### config.mk
export PLATFORM = sky130hd
export DESIGN_NAME = bank_mapper
export DESIGN_NICKNAME = d
export VERILOG_FILES = /design/src/rtl/bank_mapper_pkg.sv /design/src/rtl/bm_port_decode.sv /design/src/rtl/bm_bank_file.sv /design/src/rtl/bm_chr_mux.sv /design/src/rtl/bm_prg_mux.sv /design/src/rtl/bank_mapper.sv
export SDC_FILE = /design/constraint.sdc
export NUM_CORES = 1
export LEC_CHECK = 0
export BUFFER_PORTS_ARGS = -buffer_cell sky130_fd_sc_hd__buf_2
export CORE_MARGIN = 4
export CORE_UTILIZATION = 35
export CTS_CLUSTER_SIZE = 8
export DETAILED_ROUTE_END_ITERATION = 12
export PLACE_DENSITY = 0.68
export SLEW_MARGIN = 20
export SYNTH_ARGS = -nofsm -noshare
export SYNTH_HDL_FRONTEND = slang
export SYNTH_SLANG_ARGS = --single-unit
export TNS_END_PERCENT = 10
### constraint.sdc
create_clock -name clk -period 1.4 [get_ports clk]
set_input_delay 0.07 -clock clk [delete_from_list [all_inputs] [get_ports clk]]
set_output_delay 0.07 -clock clk [all_outputs]
set_load 0.02 [all_outputs]
### src/rtl/bank_mapper_pkg.sv
package bank_mapper_pkg;
    localparam int MAP_DATA_W    = 8;
    localparam int MAP_IDX_W     = 3;
    localparam int MAP_MODE_BIT  = 6;
    localparam int MAP_INV_BIT   = 7;
    localparam int CHR_2K_REGS   = 2;
    localparam int CHR_1K_REGS   = 4;
    localparam int PRG_REGS      = 2;

    typedef struct packed {
        logic                 chr_inv;
        logic                 prg_mode;
        logic [MAP_IDX_W-1:0] idx;
    } map_ctrl_t;
endpackage

### src/rtl/bm_port_decode.sv
module bm_port_decode
    import bank_mapper_pkg::*;
#(
    parameter int ADDR_W = 16
) (
    input  logic                  clk,
    input  logic                  rst_n,
    input  logic [ADDR_W-1:0]     cpu_addr,
    input  logic [MAP_DATA_W-1:0] cpu_data,
    input  logic                  cpu_wr,
    output map_ctrl_t             ctrl_o,
    output logic                  data_wr_o
);
    typedef struct packed {
        map_ctrl_t ctrl;
    } dec_state_t;

    dec_state_t st_d, st_q;
    logic       hit, sel_wr;

    always_comb begin
        hit       = cpu_wr && cpu_addr[ADDR_W-1] && (cpu_addr[ADDR_W-2:ADDR_W-3] == 2'b00);
        sel_wr    = hit && !cpu_addr[0];
        data_wr_o = hit && cpu_addr[0];
        st_d      = st_q;
        if (sel_wr) begin
            st_d.ctrl.idx      = cpu_data[MAP_IDX_W-1:0];
            st_d.ctrl.prg_mode = cpu_data[MAP_MODE_BIT];
            st_d.ctrl.chr_inv  = cpu_data[MAP_INV_BIT];
        end
    end

    always_ff @(posedge clk) begin
        if (!rst_n) st_q <= '0;
        else        st_q <= st_d;
    end

    assign ctrl_o = st_q.ctrl;

    // select-port write lands in the control fields one edge later
    a_r3_ctrl_load: assert property (@(posedge clk) disable iff (!rst_n)
        (cpu_wr && cpu_addr[ADDR_W-1] && cpu_addr[ADDR_W-2:ADDR_W-3] == 2'b00 && !cpu_addr[0])
        |=> (ctrl_o == {$past(cpu_data[MAP_INV_BIT]), $past(cpu_data[MAP_MODE_BIT]),
                        $past(cpu_data[MAP_IDX_W-1:0])}));

    // writes outside the decoded range leave the control register alone
    a_r2_ignore_ctrl: assert property (@(posedge clk) disable iff (!rst_n)
        (cpu_wr && !(cpu_addr[ADDR_W-1] && cpu_addr[ADDR_W-2:ADDR_W-3] == 2'b00))
        |=> $stable(ctrl_o));
endmodule

### src/rtl/bm_bank_file.sv
module bm_bank_file
    import bank_mapper_pkg::*;
#(
    parameter int CHR_W = 8,
    parameter int PRG_W = 6,
    localparam int C2W  = CHR_W - 1
) (
    input  logic                                clk,
    input  logic                                rst_n,
    input  logic                                data_wr,
    input  logic [MAP_IDX_W-1:0]                idx,
    input  logic [MAP_DATA_W-1:0]               data,
    output logic [CHR_2K_REGS-1:0][C2W-1:0]     c2k_o,
    output logic [CHR_1K_REGS-1:0][CHR_W-1:0]   c1k_o,
    output logic [PRG_REGS-1:0][PRG_W-1:0]      prg_o
);
    localparam int C1K_BASE = CHR_2K_REGS;
    localparam int PRG_BASE = CHR_2K_REGS + CHR_1K_REGS;

    typedef struct packed {
        logic [CHR_2K_REGS-1:0][C2W-1:0]   c2k;
        logic [CHR_1K_REGS-1:0][CHR_W-1:0] c1k;
        logic [PRG_REGS-1:0][PRG_W-1:0]    prg;
    } bank_state_t;

    bank_state_t bank_d, bank_q;

    always_comb begin
        bank_d = bank_q;
        if (data_wr) begin
            for (int i = 0; i < CHR_2K_REGS; i++)
                if (idx == MAP_IDX_W'(i)) bank_d.c2k[i] = data[CHR_W-1:1];
            for (int i = 0; i < CHR_1K_REGS; i++)
                if (idx == MAP_IDX_W'(C1K_BASE + i)) bank_d.c1k[i] = data[CHR_W-1:0];
            for (int i = 0; i < PRG_REGS; i++)
                if (idx == MAP_IDX_W'(PRG_BASE + i)) bank_d.prg[i] = data[PRG_W-1:0];
        end
    end

    always_ff @(posedge clk) begin
        if (!rst_n) bank_q <= '0;
        else        bank_q <= bank_d;
    end

    assign c2k_o = bank_q.c2k;
    assign c1k_o = bank_q.c1k;
    assign prg_o = bank_q.prg;

    // program registers keep only the low PRG_W data bits
    a_r4_prg_trunc: assert property (@(posedge clk) disable iff (!rst_n)
        (data_wr && idx == MAP_IDX_W'(PRG_BASE)) |=> (prg_o[0] == $past(data[PRG_W-1:0])));

    // 2 KB registers drop data bit 0
    a_r4_c2k_shift: assert property (@(posedge clk) disable iff (!rst_n)
        (data_wr && idx == '0) |=> (c2k_o[0] == $past(data[CHR_W-1:1])));

    // without a data-port write no bank register moves
    a_r2_hold_banks: assert property (@(posedge clk) disable iff (!rst_n)
        !data_wr |=> ($stable(c2k_o) && $stable(c1k_o) && $stable(prg_o)));
endmodule

### src/rtl/bm_chr_mux.sv
module bm_chr_mux
    import bank_mapper_pkg::*;
#(
    parameter int CHR_W = 8,
    localparam int C2W  = CHR_W - 1
) (
    input  logic                              clk,
    input  logic                              rst_n,
    input  logic [CHR_2K_REGS-1:0][C2W-1:0]   c2k,
    input  logic [CHR_1K_REGS-1:0][CHR_W-1:0] c1k,
    input  logic [2:0]                        vid_hi,
    input  logic                              inv,
    output logic [CHR_W-1:0]                  chr_o
);
    logic [2:0] sel;
    assign sel = {vid_hi[2] ^ inv, vid_hi[1:0]};

    for (genvar k = 0; k < CHR_W; k++) begin : g_bit
        logic [7:0] cand;
        if (k == 0) begin : g_low
            assign cand = {c1k[3][0], c1k[2][0], c1k[1][0], c1k[0][0],
                           1'b1, 1'b0, 1'b1, 1'b0};
        end else begin : g_high
            assign cand = {c1k[3][k], c1k[2][k], c1k[1][k], c1k[0][k],
                           c2k[1][k-1], c2k[1][k-1], c2k[0][k-1], c2k[0][k-1]};
        end
        assign chr_o[k] = cand[sel];
    end

    // in a 2 KB region the lowest output bit is video A10
    a_r5_a10_pass: assert property (@(posedge clk) disable iff (!rst_n)
        ((vid_hi[2] ^ inv) == 1'b0) |-> (chr_o[0] == vid_hi[0]));

    // flipping inversion and A12 together gives the same bank
    a_r6_inv_sym: assert property (@(posedge clk) disable iff (!rst_n)
        ($stable(c2k) && $stable(c1k) && $stable(vid_hi[1:0]) &&
         (vid_hi[2] ^ inv) == $past(vid_hi[2] ^ inv)) |-> $stable(chr_o));
endmodule

### src/rtl/bm_prg_mux.sv
module bm_prg_mux
    import bank_mapper_pkg::*;
#(
    parameter int PRG_W = 6
) (
    input  logic                           clk,
    input  logic                           rst_n,
    input  logic [PRG_REGS-1:0][PRG_W-1:0] prg,
    input  logic                           mode,
    input  logic [1:0]                     win,
    output logic [PRG_W-1:0]               prg_o
);
    for (genvar k = 0; k < PRG_W; k++) begin : g_bit
        logic [3:0] cand;
        logic       penult;
        assign penult = (k == 0) ? 1'b0 : 1'b1;
        assign cand = {1'b1,
                       mode ? prg[0][k] : penult,
                       prg[1][k],
                       mode ? penult : prg[0][k]};
        assign prg_o[k] = cand[win];
    end

    // the top window is always the last bank
    a_r7_last_fixed: assert property (@(posedge clk) disable iff (!rst_n)
        (win == 2'd3) |-> (&prg_o));

    // in mode 1 the lowest window is the second-to-last bank
    a_r8_swap_low: assert property (@(posedge clk) disable iff (!rst_n)
        (mode && win == 2'd0) |-> (prg_o == {{(PRG_W-1){1'b1}}, 1'b0}));
endmodule

### src/rtl/bank_mapper.sv
module bank_mapper
    import bank_mapper_pkg::*;
#(
    parameter int CHR_W  = 8,
    parameter int PRG_W  = 6,
    parameter int ADDR_W = 16
) (
    input  logic                  clk,
    input  logic                  rst_n,
    input  logic [ADDR_W-1:0]     cpu_addr,
    input  logic [MAP_DATA_W-1:0] cpu_data,
    input  logic                  cpu_wr,
    input  logic [2:0]            vid_hi,
    output logic [CHR_W-1:0]      chr_hi,
    output logic [PRG_W-1:0]      prg_hi
);
    localparam int C2W = CHR_W - 1;

    map_ctrl_t                         ctrl;
    logic                              data_wr;
    logic [CHR_2K_REGS-1:0][C2W-1:0]   c2k;
    logic [CHR_1K_REGS-1:0][CHR_W-1:0] c1k;
    logic [PRG_REGS-1:0][PRG_W-1:0]    prg;

    bm_port_decode #(.ADDR_W(ADDR_W)) u_dec (
        .clk(clk), .rst_n(rst_n), .cpu_addr(cpu_addr), .cpu_data(cpu_data),
        .cpu_wr(cpu_wr), .ctrl_o(ctrl), .data_wr_o(data_wr)
    );

    bm_bank_file #(.CHR_W(CHR_W), .PRG_W(PRG_W)) u_banks (
        .clk(clk), .rst_n(rst_n), .data_wr(data_wr), .idx(ctrl.idx),
        .data(cpu_data), .c2k_o(c2k), .c1k_o(c1k), .prg_o(prg)
    );

    bm_chr_mux #(.CHR_W(CHR_W)) u_chr (
        .clk(clk), .rst_n(rst_n), .c2k(c2k), .c1k(c1k), .vid_hi(vid_hi),
        .inv(ctrl.chr_inv), .chr_o(chr_hi)
    );

    bm_prg_mux #(.PRG_W(PRG_W)) u_prg (
        .clk(clk), .rst_n(rst_n), .prg(prg), .mode(ctrl.prg_mode),
        .win(cpu_addr[ADDR_W-2:ADDR_W-3]), .prg_o(prg_hi)
    );
endmodule

; Word level (Yosys, flattened, before mapping)
; Cells that the tools add are included.
[word_totals]
register_bits = 63
latchBits = 0
ram_bits = 0
mem_bits_ro = 0
in_bits = 30
elab_cells = 76
memories = 0
[op_classes]
add_sub_neg = 0
mul = 0
div = 0
magnitude_cmp = 2
eq_ne = 7
n_shift = 0
mux = 40
bitwise = 1
reduce_logical = 15
[ops]
columns = op, count
row1 = $mux W1, 26
row2 = $bmux W1 S3, 8
row3 = $reduce_and A2 Y1, 8
row4 = $bmux W1 S2, 6
row5 = $eq A3 B3 Y1 const B, 4
row6 = $eq A3 B2 Y1 const B, 2
row7 = $logic_and A1 B1 Y1, 4
row8 = $lt A3 B4 Y1 const B, 1
row9 = $eq A3 B1 Y1 const B, 1
row10 = $logic_not A3 Y1, 1
row11 = $lt A2 B3 Y1 const B, 1
row12 = $logic_not A2 Y1, 1
row13 = $logic_not A1 Y1, 1
row14 = $xor A1 B1 Y1, 1

; Depth between registers and ports, before layout
; Gate-level depths: netlist of the first run.
[depth]
word_depth = 4
mapped_depth = 5

; Hierarchy
; A second synthesis of the first run with hierarchy kept.
[unflattened]
cells_unflattened = 278
area_unflattened_um2 = 2839.0
[modules_own_cells]
columns = mod, n_inst, cells_each, area_each_um2, seq_area_each_um2
row1 = bm_bank_file, 1, 206, 2150.8, 1161.1
row2 = bm_chr_mux, 1, 37, 371.6, 0.0
row3 = bm_port_decode, 1, 24, 225.2, 100.1
row4 = bm_prg_mux, 1, 11, 91.3, 0.0

; Least setup slack after synthesis of the first run
; No wires, ideal clock.
[synth_timing]
path_kind = register to output
start = reg u_dec.st_q, in the netlist u_dec.ctrl_o[4]
end = out chr_hi[3]
t_arrival_ps = 1242
required_time_ps = 1330
setup_slack_ps = 88
path_stages_with_launch = 5
n_path_buf = 1
cell_sequence = dfxtp_1 > xor2_1 > clkbuf_1 > nand2_1 > o21ai_1
[synth_between]
elab_chain_len = 3
[synth_rtl]
columns = element, line
row1 = "start, declared", bm_port_decode.sv:18  ; dec_state_t st_d, st_q;
row2 = "start signal, assigned", bm_port_decode.sv:35  ; else st_q <= st_d;
row3 = $xor A1 B1 Y1, bm_chr_mux.sv:16  ; assign sel = {vid_hi[2] ^ inv, vid_hi[1:0]};
row4 = $bmux W1 S3, bm_chr_mux.sv:27  ; assign chr_o[k] = cand[sel];
row5 = $mux W1 (implied by the code), bm_chr_mux.sv:27
row6 = "end, declared", bank_mapper.sv:14  ; output logic [CHR_W-1:0] chr_hi,
; Every way passes these cells. The select of a mux whose other input is x is not followed.

; Final worst setup path of the first run
[layout_timing]
start = reg u_dec.st_q, in the netlist u_dec.ctrl_o[4]
end = out chr_hi[0]
; The elaborated chain is that of the path after synthesis.

==> metrics.yaml, run 1 <==
final_layout:
  fin_cells: 438
  final_nets: 362
  stdcell_area_mm2: 0.00374
  drive_above_1_share_pct: 31.0
  insertedDiodeCount: 0
  syn2layout_area_growth_pct: 30.7
  finish.utilization_pct: 47.7
global_routing:
  overflow: 0
  grt_start_max_net_pins: 21
  grt_first_pass_wirelength_um: 11000
  grt_pass1_vias: 2188
  antenna_found_initial: 0
  grt_use_total_pct: 14.4
yosys:
  synthTopCellsByArea: "dfxtp_1 44%, mux2i_1 23%, nand2_1 9.7%"
  synthArstFlopShare_pct: 0
  synth_most_common_cell: "nand2_1"
  synth.distinct_cells: 34
  yosys.area.top_type: "dfxtp_1"
  synth_cells: 281
  yosysWarnings: 0
  synth_edf_count: 0
  avgSynthCellArea_um2: 10.2
  syn-cell-area_mm2: 0.00286
  synth_seq_cells: 63
  yosys.area.top_type_share_pct: 44.0
  synth_ff_type: "dfxtp_1"
  synth_commonest_cells: "74 x nand2_1, 66 x mux2i_1, 63 x dfxtp_1"
  syn-num-nets: 311
  ys_seq_area_share_pct: 44.0
setup_path:
  worstPathRequired_ns: 1.33
  critPathMaxFanout: 5
  r2r_start: "u_dec.ctrl_o[1]"
  start_kind: "flip-flop"
  r2r_cells: 4
  end_kind: "output pin"
  r2r_slack_ns: 0.11
  cpMostUsedCell: "buf_4"
  regToRegEndpoint: "u_banks.c1k_o[18]"
  critical_path_class: "reg2out"
  worst_path_max_delay_cell: "dfxtp_2"
  crit_chain: "xor2_1 > buf_4 > buf_4 > a31oi_4 > buf_6"
  max_stage_delay_ns: 0.33
  critPathArrivalTime_ns: 1.47
placement:
  place_area_mm2: 0.00325
  io_buffer_count: 31
  dp_cells: 416
  gp_congestion: 0.745
  dpl_worst_slack_ns: 0.0696
  hpwl_um: 4630
timing:
  fmax_mhz: 651
  finalWorstPathRequiredPeriod_ns: 1.54
  setup_violations: 13
  worst_slack_ns: -0.135
  worst_pin_slew_ns: 0.349
  fin_tns_setup_ns: -1.10
  whs_ns: 0.0192
  fin_crit_sh_pct: 110
  finalMaxSlewViolations: 0
  relSlewSlack_pct: 76.1
  clock_skew_ns: 0.00686
  rsz0062_at_grt: "true"
  hold_violations: 0
pwr:
  power_mw: 4.08
  vdd_drop_max_v: 0.000538
  leakagePower_nw: 1.68
  powerDensity_mw_per_mm2: 1090
clock_network:
  htree_num_levels: 3
  cts-buffers-inserted: 9
  clk_transition_reported_paths_ns: 0.07
  cts_tree: "built"
  cts-root-buf: "clkbuf_8"
  cts_sinks: 63
  cts_buffer_depth: 2
  clk_latency_ns: 0.34
drt:
  drcViolationCount: 0
  routedWlPerCell_um: 15.6
  totalWireLength_um: 6830
  drt_iter0_drc: 69
  via_per_inst: 5.05
  first_pass_iters: 4
  vias: 2213
  detail-route-antenna-nets: 0
status:
  violations: "setup timing"
  status: "complete, but fails checks"
worst_hold_path:
  min-delay-start: "cpu_data[0]"
  whs_path_depth: 3
  worstHoldEndpoint: "u_dec.ctrl_o[0]"
  hold_class: "in2reg"
die:
  die_area_mm2: 0.00969
  initial_utilization_pct: 36.5
  core_mm2: 0.00785
  die_x_um: 98.5
  num_rows: 32
  io_pins: 44
  die_y_um: 98.5
run:
  cap_violations: 0
area by class of cell:
class,instances,area (µm²)
inverters,1,3.75
flip-flops and latches,63,1270
clock buffers,12,155
clock inverters,3,90.1
multi-input cells,199,1590
fillers,719,4110
well taps,102,128
repair buffers,58,512
worst max path at each step:
stage / end / start / slack (ns)
after floorplan: chr_hi[3] / u_dec.ctrl_o[4] / 0.09
after global placement: u_banks.c1k_o[20] / cpu_addr[14] / 0.1
after detailed placement: u_banks.c1k_o[18] / cpu_addr[14] / 0.07
after CTS: chr_hi[0] / u_dec.ctrl_o[4] / -0.14
after global routing: chr_hi[0] / u_dec.ctrl_o[4] / -0.19
final: chr_hi[0] / u_dec.ctrl_o[4] / -0.14
where the power goes:
group / internal (mW) / total (mW) / leakage [nW] / switching [mW]
registers: 1.80 / 1.80 / 0.509 / 0.00383
logic: 0.140 / 0.323 / 1.05 / 0.183
clock network: 1.27 / 1.96 / 0.123 / 0.685
total: 3.21 / 4.08 / 1.68 / 0.872
cell families after synthesis:
kind of cell / Yosys count / share of synthesized area, %
buf+inv: 19 / 3.36
mux: 74 / 29.0
flops: 63 / 44.0
compound gates: 27 / 5.94
xor+xnor: 1 / 0.306
simple gates: 97 / 17.4
routing by layer:
| metal | track usage [%] | wire length (µm) |
|---|---|---|
| met1 | 18.1 | 3050 |
| met2 | 22.9 | 3380 |
| met3 | 4.03 | 251 |
| met4 | 6.83 | 153 |
| met5 | 0 | 0 |
placed cells by master, fill, tap and decap left out, types with 2 or more instances in the layout:
cell type      count
buf_4             20
mux4_2             7
bufinv_16          3
buf_2             18
o21ai_2            3
a21boi_1           5
o22a_1             5
dfxtp_1           59
o21ai_4            3
nand2_2            6
dlygate4sd3_1      4
nand3_2            2
nand3b_1           5
mux2i_1           66
o21ai_0            7
nand2_1           68
nor2_1             2
dfxtp_2            4
buf_6             11
clkbuf_8          11
buf_12             4
nor3_4             2
worst max-delay path: cells and delay by family (launching register included):
kind | cells | cell delay, ns
xor gates and xnor gates | 1 | 0.15
buffers and inverters | 3 | 0.46
DFF | 1 | 0.33
AOI/OAI and AO/OA | 1 | 0.18
flip-flops by register name (all words and copies together) (netlist names):
| signal | flops |
|---|---|
| u_dec.ctrl_o | 5 |
| u_banks.c1k_o | 32 |
| u_banks.c2k_o | 14 |
| u_banks.prg_o | 12 |
repair_timing:
item,4_1_cts,5_1_grt
setup endpoints to repair,13,14
gates cloned,1,0
hold endpoints to repair,4,0
gates resized for setup,42,6
pin swaps,4,3
hold buffers,4,0
buffers inserted,1,1
No activity file was read; power rests on OpenSTA's default activity.
==> run 2, diff against run 1 <==
--- a/config.mk
+++ b/config.mk
@@ -11,6 +11,7 @@
 export CTS_CLUSTER_SIZE = 8
 export DETAILED_ROUTE_END_ITERATION = 12
 export PLACE_DENSITY = 0.68
+export SETUP_SLACK_MARGIN = 0.5
 export SLEW_MARGIN = 20
 export SYNTH_ARGS = -nofsm -noshare
 export SYNTH_HDL_FRONTEND = slang
==> metrics.yaml, run 2 (synthesis results as in run 1) <==
status:
  status: "complete, but fails checks"
  violations: "setup timing"
final_layout:
  mostFrequentLayoutCells: "69 x nand2_1, 66 x mux2i_1, 54 x dfxtp_1, 18 x buf_2, 18 x buf_4"
  layout_commonest_cell: "nand2_1"
  num-fill-cells: 743  # +3.3%
  insertedDiodeCount: 0  # unchanged
  regArea_mm2: 0.00128  # +1.1%
  finish.utilization_pct: 46.8  # -0.91 points
  multi_input_area_mm2: 0.00164  # +3.5%
  final_nets: 356  # -1.7%
  drive_above_1_share_pct: 32.3  # +1.4 points
  syn2layout_area_growth_pct: 28.2
  fin_cells: 433  # -1.1%
  largest_reg_flops: 32  # unchanged
run:
  cap_violations: 0  # unchanged
setup_path:
  regToRegEndpoint: "u_banks.c1k_o[17]"
  r2r_cells: 4  # unchanged
  r2r_start: "u_dec.ctrl_o[1]"
  max_stage_delay_ns: 0.52  # +0.19 ns
  r2r_slack_ns: 0.12  # about the same
  critical_path_class: "reg2out"
  worst_path_max_delay_cell: "mux4_2"
  start_kind: "flip-flop"
  critPathArrivalTime_ns: 1.43  # -0.04 ns
  crit_chain: "mux4_2 > nand2_2 > o21ai_1 > buf_2"
  worstPathRequired_ns: 1.33  # about the same
  critPathMaxFanout: 2  # -3
  end_kind: "output pin"
pwr:
  vdd_drop_max_v: 0.000313  # -42%
  leakagePower_nw: 1.65  # -2.1%
  powerDensity_mw_per_mm2: 950  # -13%
timing:
  clock_skew_ns: 0.00640  # -0.000456 ns
  finalMaxSlewViolations: 0  # unchanged
  fmax_mhz: 665  # +2.1%
  fin_crit_sh_pct: 107  # -2.2 points
  finalWorstPathRequiredPeriod_ns: 1.50  # -0.0309 ns
  rsz0062_at_grt: "true"
  relSlewSlack_pct: 70.1  # -6.0 points
  setup_violations: 12  # -1
  worst_slack_ns: -0.104  # +0.0309 ns
  hold_violations: 0  # unchanged
  worst_pin_slew_ns: 0.449  # +0.100 ns
  whs_ns: 0.0136  # -0.00559 ns
clock_network:
  cts_buffer_depth: 2  # unchanged
  cts-buffers-inserted: 9  # unchanged
  cts-root-buf: "clkbuf_8"
  clk_latency_ns: 0.33  # about the same
  htree_num_levels: 3  # unchanged
  cts_sinks: 63  # unchanged
  cts_tree: "built"
  clk_transition_reported_paths_ns: 0.07  # about the same
die:
  die_y_um: 98.5  # unchanged
  die_area_mm2: 0.00969  # unchanged
  num_rows: 32  # unchanged
  die_x_um: 98.5  # unchanged
  io_pins: 44  # unchanged
  initial_utilization_pct: 36.5  # unchanged
  core_mm2: 0.00785  # unchanged
global_routing:
  overflow: 0  # unchanged
  met2_usage_pct: 22.4  # -0.52 points
  grt_use_total_pct: 14.2  # -0.25 points
  antenna_found_initial: 0  # unchanged
  grt_pass1_vias: 2193  # +0.23%
  grt_start_max_net_pins: 26  # +24%
  grt_use_met3_pct: 3.96  # -0.071 points
  groute.layer.met1.usage_pct: 18.7  # +0.58 points
  grt_first_pass_wirelength_um: 10900  # -0.56%
  grt.busiest_layer: "met2"
drt:
  routedWlPerCell_um: 15.2  # -2.6%
  drcViolationCount: 0  # unchanged
  vias: 2178  # -1.6%
  drt_iter0_drc: 75  # +8.7%
  totalWireLength_um: 6580  # -3.7%
  via_per_inst: 5.03  # -0.45%
  first_pass_iters: 4  # unchanged
  detail-route-antenna-nets: 0  # unchanged
worst_hold_path:
  worstHoldEndpoint: "u_dec.ctrl_o[0]"
  min-delay-start: "cpu_data[0]"
  whs_path_depth: 3  # unchanged
  hold_class: "in2reg"
placement:
  io_buffer_count: 31  # unchanged
  hpwl_um: 4610  # -0.35%
  dp_cells: 414  # -0.48%
  gp_congestion: 0.721  # -3.2%
==> run 2: cell count changes in the layout (fill, tap and decap cells not counted), sizes merged <==
cell         change
buf              -4
bufinv           -3
clkinv           +3
clkinvlp         +2
dlygate4sd3      -2
clkbuf           -1
==> run 2: routing by layer <==
| metal | wire (µm) | up-vias |
|---|---|---|
| li1 | - | 1072 |
| met1 | 3090 | 1059 |
| met2 | 3150 | 36 |
| met3 | 240 | 11 |
| met4 | 102 | 0 |
| met5 | 0 | - |
==> run 2: area by class of cell <==
| class | instances | area share (%) |
|---|---|---|
| Multi-Input combinational cell | 199 | 44.8 |
| Sequential cell | 63 | 34.9 |
| Timing Repair Buffer | 52 | 11.9 |
| Clock buffer | 11 | 3.85 |
| Tap cell | 102 | 3.48 |
| Clock inverter | 5 | 0.920 |
| Inverter | 1 | 0.170 |
==> run 2: worst max path at each step <==
stage                                  from           endpoint  slack, ns  cells past startpoint
after floorplan             u_dec.ctrl_o[0]  u_banks.c1k_o[10]       0.20                      4
after global placement         cpu_addr[14]  u_banks.c1k_o[20]       0.07                      5
after detailed placement       cpu_addr[14]  u_banks.c1k_o[19]       0.05                      5
after CTS                 u_banks.c1k_o[27]          chr_hi[3]      -0.11                      4
after global routing      u_banks.c1k_o[27]          chr_hi[3]      -0.16                      4
final                     u_banks.c1k_o[27]          chr_hi[3]      -0.10                      4
==> run 2: repair_timing <==
item | 4_1_cts | 5_1_grt
endpoints found under the hold margin | 2 | 0
setup endpoints to repair | 73 | 77
pin swaps | 14 | 8
gates resized for setup | 35 | 15
hold buffers | 2 | 0
setup buffers | 1 | 0
==> run 2: critical path: cells and delay by family, from the launching register on <==
family	cells	cell delay [ns]
buffers and inverters	1	0.15
multiplexers	1	0.52
flip-flops	1	0.31
AO/OA/AOI/OAI	1	0.05
AND/OR/NAND/NOR	1	0.07
==> run 2: power breakdown <==
group | switching [mW] | internal, mW
registers | 0.00463 | 1.79
clock network | 0.696 | 0.687
logic | 0.184 | 0.124
total | 0.884 | 2.60
==> run 2: stage by stage <==
stage          TNS, ns  setup WS (ns)  area, µm²  power, mW
6_report        -0.750         -0.104       3670       3.49
5_1_grt          -1.58         -0.156       3670       3.60
4_1_cts         -0.910         -0.114       3630       3.51
3_5_place_dp         0         0.0451       3320       2.12
3_3_place_gp         0         0.0743       3320       2.11
2_1_floorplan        0          0.205       2970       2.01
==> run 3, diff against run 2 <==
--- a/config.mk
+++ b/config.mk
@@ -6,6 +6,7 @@
 export NUM_CORES = 1
 export LEC_CHECK = 0
 export BUFFER_PORTS_ARGS = -buffer_cell sky130_fd_sc_hd__buf_2
+export CORE_ASPECT_RATIO = 1.5
 export CORE_MARGIN = 4
 export CORE_UTILIZATION = 35
 export CTS_CLUSTER_SIZE = 8
==> metrics.yaml, run 3 (synthesis results as in run 1) <==
final_layout:
  fin_cells: 431  # -0.46%
  largest_reg_flops: 32  # unchanged
  drive_above_1_share_pct: 32.5  # +0.19 points
  final_nets: 351  # -1.4%
  syn2layout_area_growth_pct: 30.3
  layout_commonest_cell: "nand2_1"
  finish.utilization_pct: 46.6  # -0.19 points
  stdcell_area_mm2: 0.00373  # +1.6%
  num-fill-cells: 757  # +1.9%
  insertedDiodeCount: 0  # unchanged
  mostFrequentLayoutCells: "67 x nand2_1, 65 x mux2i_1, 57 x dfxtp_1, 17 x buf_2"
drt:
  via_per_inst: 4.95  # -1.5%
  first_pass_iters: 4  # unchanged
  vias: 2135  # -2.0%
  detail-route-antenna-nets: 0  # unchanged
  drcViolationCount: 0  # unchanged
  top_layer: "met4"
  routedWlPerCell_um: 15.1  # -0.50%
  wl_met2_um: 3470  # +10%
  drt_iter0_drc: 147  # +96%
  wl_met3_um: 211  # -12%
  wl_met1_um: 2710  # -12%
  totalWireLength_um: 6510  # -0.96%
pwr:
  leakagePower_nw: 1.67  # +1.3%
  power_mw: 4.12  # +18%
  powerDensity_mw_per_mm2: 1100  # +16%
  vdd_drop_max_v: 0.000638  # +100%
setup_path:
  critical_path_class: "reg2out"
  critPathMaxFanout: 6  # +4
  start_kind: "flip-flop"
  critPathArrivalTime_ns: 1.40  # -0.03 ns
  max_stage_delay_ns: 0.37  # -0.15 ns
  r2r_start: "u_dec.ctrl_o[1]"
  worst_path_max_delay_cell: "dfxtp_4"
  r2r_cells: 4  # unchanged
  crit_chain: "xor2_4 > buf_6 > a31oi_2 > buf_4"
  worstPathRequired_ns: 1.33  # about the same
  regToRegEndpoint: "u_banks.c1k_o[19]"
  r2r_slack_ns: 0.18  # +0.06 ns
  end_kind: "output pin"
placement:
  hpwl_um: 4410  # -4.4%
  dp_cells: 414  # unchanged
  place_area_mm2: 0.00328  # -1.3%
  io_buffer_count: 31  # unchanged
  gp_congestion: 0.766  # +6.3%
  dpl_worst_slack_ns: 0.0570  # +0.0119 ns
die:
  core_mm2: 0.00801  # +2.0%
  die_y_um: 119  # +21%
  initial_utilization_pct: 35.8  # -0.73 points
  die_area_mm2: 0.00972  # +0.31%
  die_x_um: 81.9  # -17%
  io_pins: 44  # unchanged
  num_rows: 40  # +25%
worst_hold_path:
  hold_class: "in2reg"
  min-delay-start: "cpu_data[7]"
  worstHoldEndpoint: "u_dec.ctrl_o[4]"
  whs_path_depth: 3  # unchanged
timing:
  worst_slack_ns: -0.0686  # +0.0356 ns
  hold_violations: 0  # unchanged
  whs_ns: 0.0222  # +0.00861 ns
  relSlewSlack_pct: 75.3  # +5.3 points
  finalWorstPathRequiredPeriod_ns: 1.47  # -0.0356 ns
  clock_skew_ns: 0.00597  # -0.000427 ns
  fin_crit_sh_pct: 105  # -2.5 points
  fin_tns_setup_ns: -0.425  # +0.324 ns
  finalMaxSlewViolations: 0  # unchanged
  worst_pin_slew_ns: 0.369  # -0.0798 ns
  rsz0062_at_grt: "true"
  fmax_mhz: 681  # +2.4%
  setup_violations: 8  # -4
run:
  cap_violations: 0  # unchanged
clock_network:
  cts_setup_buffers: 0  # -1
  cts_buffer_depth: 2  # unchanged
  htree_num_levels: 3  # unchanged
  cts-root-buf: "clkbuf_16"
  cts_tree: "built"
  clk_transition_reported_paths_ns: 0.05  # -0.02 ns
  cts_sinks: 63  # unchanged
  cts-buffers-inserted: 9  # unchanged
  clk_latency_ns: 0.32  # about the same
status:
  violations: "setup timing"
  status: "complete, but fails checks"
global_routing:
  overflow: 0  # unchanged
  grt_pass1_vias: 2181  # -0.55%
  grt_first_pass_wirelength_um: 10600  # -2.6%
  antenna_found_initial: 0  # unchanged
  grt_start_max_net_pins: 51  # +96%
  grt_use_total_pct: 14.3  # +0.097 points
[run 3: cell count changes in the layout (fill, tap and decap cells not counted), moves of 3 or more]
cell and change:
clkbuf_16 +9, clkbuf_8 -8, buf_4 -4, buf_6 +4, dfxtp_1 +3, dfxtp_2 -3
o21ai_1 -3
[run 3: repair_timing]
item	CTS	global route
endpoints found under the setup margin	73	77
gates resized for setup	39	19
hold buffers	0	0
gates cloned	0	1
pin swaps	16	7
[run 3: area by class of cell]
cell class                      instances  area [µm²]  area share (%)
Clock inverter                          4        20.0           0.537
Multi-Input combinational cell        199        1650            44.2
Sequential cell                        63        1280            34.2
Inverter                                1        8.76           0.235
Clock buffer                           12         256            6.87
Tap cell                              105         131            3.52
Timing Repair Buffer                   47         388            10.4
[run 3: worst max-delay path: cells and delay by family (launching register included)]
kind	cells	cell delay, ns
buf+inv	2	0.37
compound gates	1	0.10
flops	1	0.37
xor+xnor	1	0.24
[run 3: worst max-delay path by stage]
stage	from	end	depth (start not counted)
CTS	u_banks.c1k_o[25]	chr_hi[1]	4
floorplan	u_dec.ctrl_o[0]	u_banks.c1k_o[10]	4
global placement	cpu_addr[14]	u_banks.c2k_o[2]	4
global route	u_dec.ctrl_o[4]	chr_hi[4]	5
detailed placement	cpu_addr[14]	u_banks.c2k_o[0]	4
finish	u_dec.ctrl_o[4]	chr_hi[0]	4
[run 3: power breakdown]
part / switching, mW / total [mW] / internal (mW)
registers: 0.00428 / 1.80 / 1.80
logic: 0.180 / 0.301 / 0.120
clock network: 0.736 / 2.01 / 1.28
total: 0.920 / 4.12 / 3.19
[run 3: metal layers]
layer | vias up | global-route usage (%)
met5 | - | 0
met4 | 0 | 5.72
li1 | 1060 | -
met2 | 39 | 24.7
met3 | 10 | 3.43
met1 | 1026 | 16.3
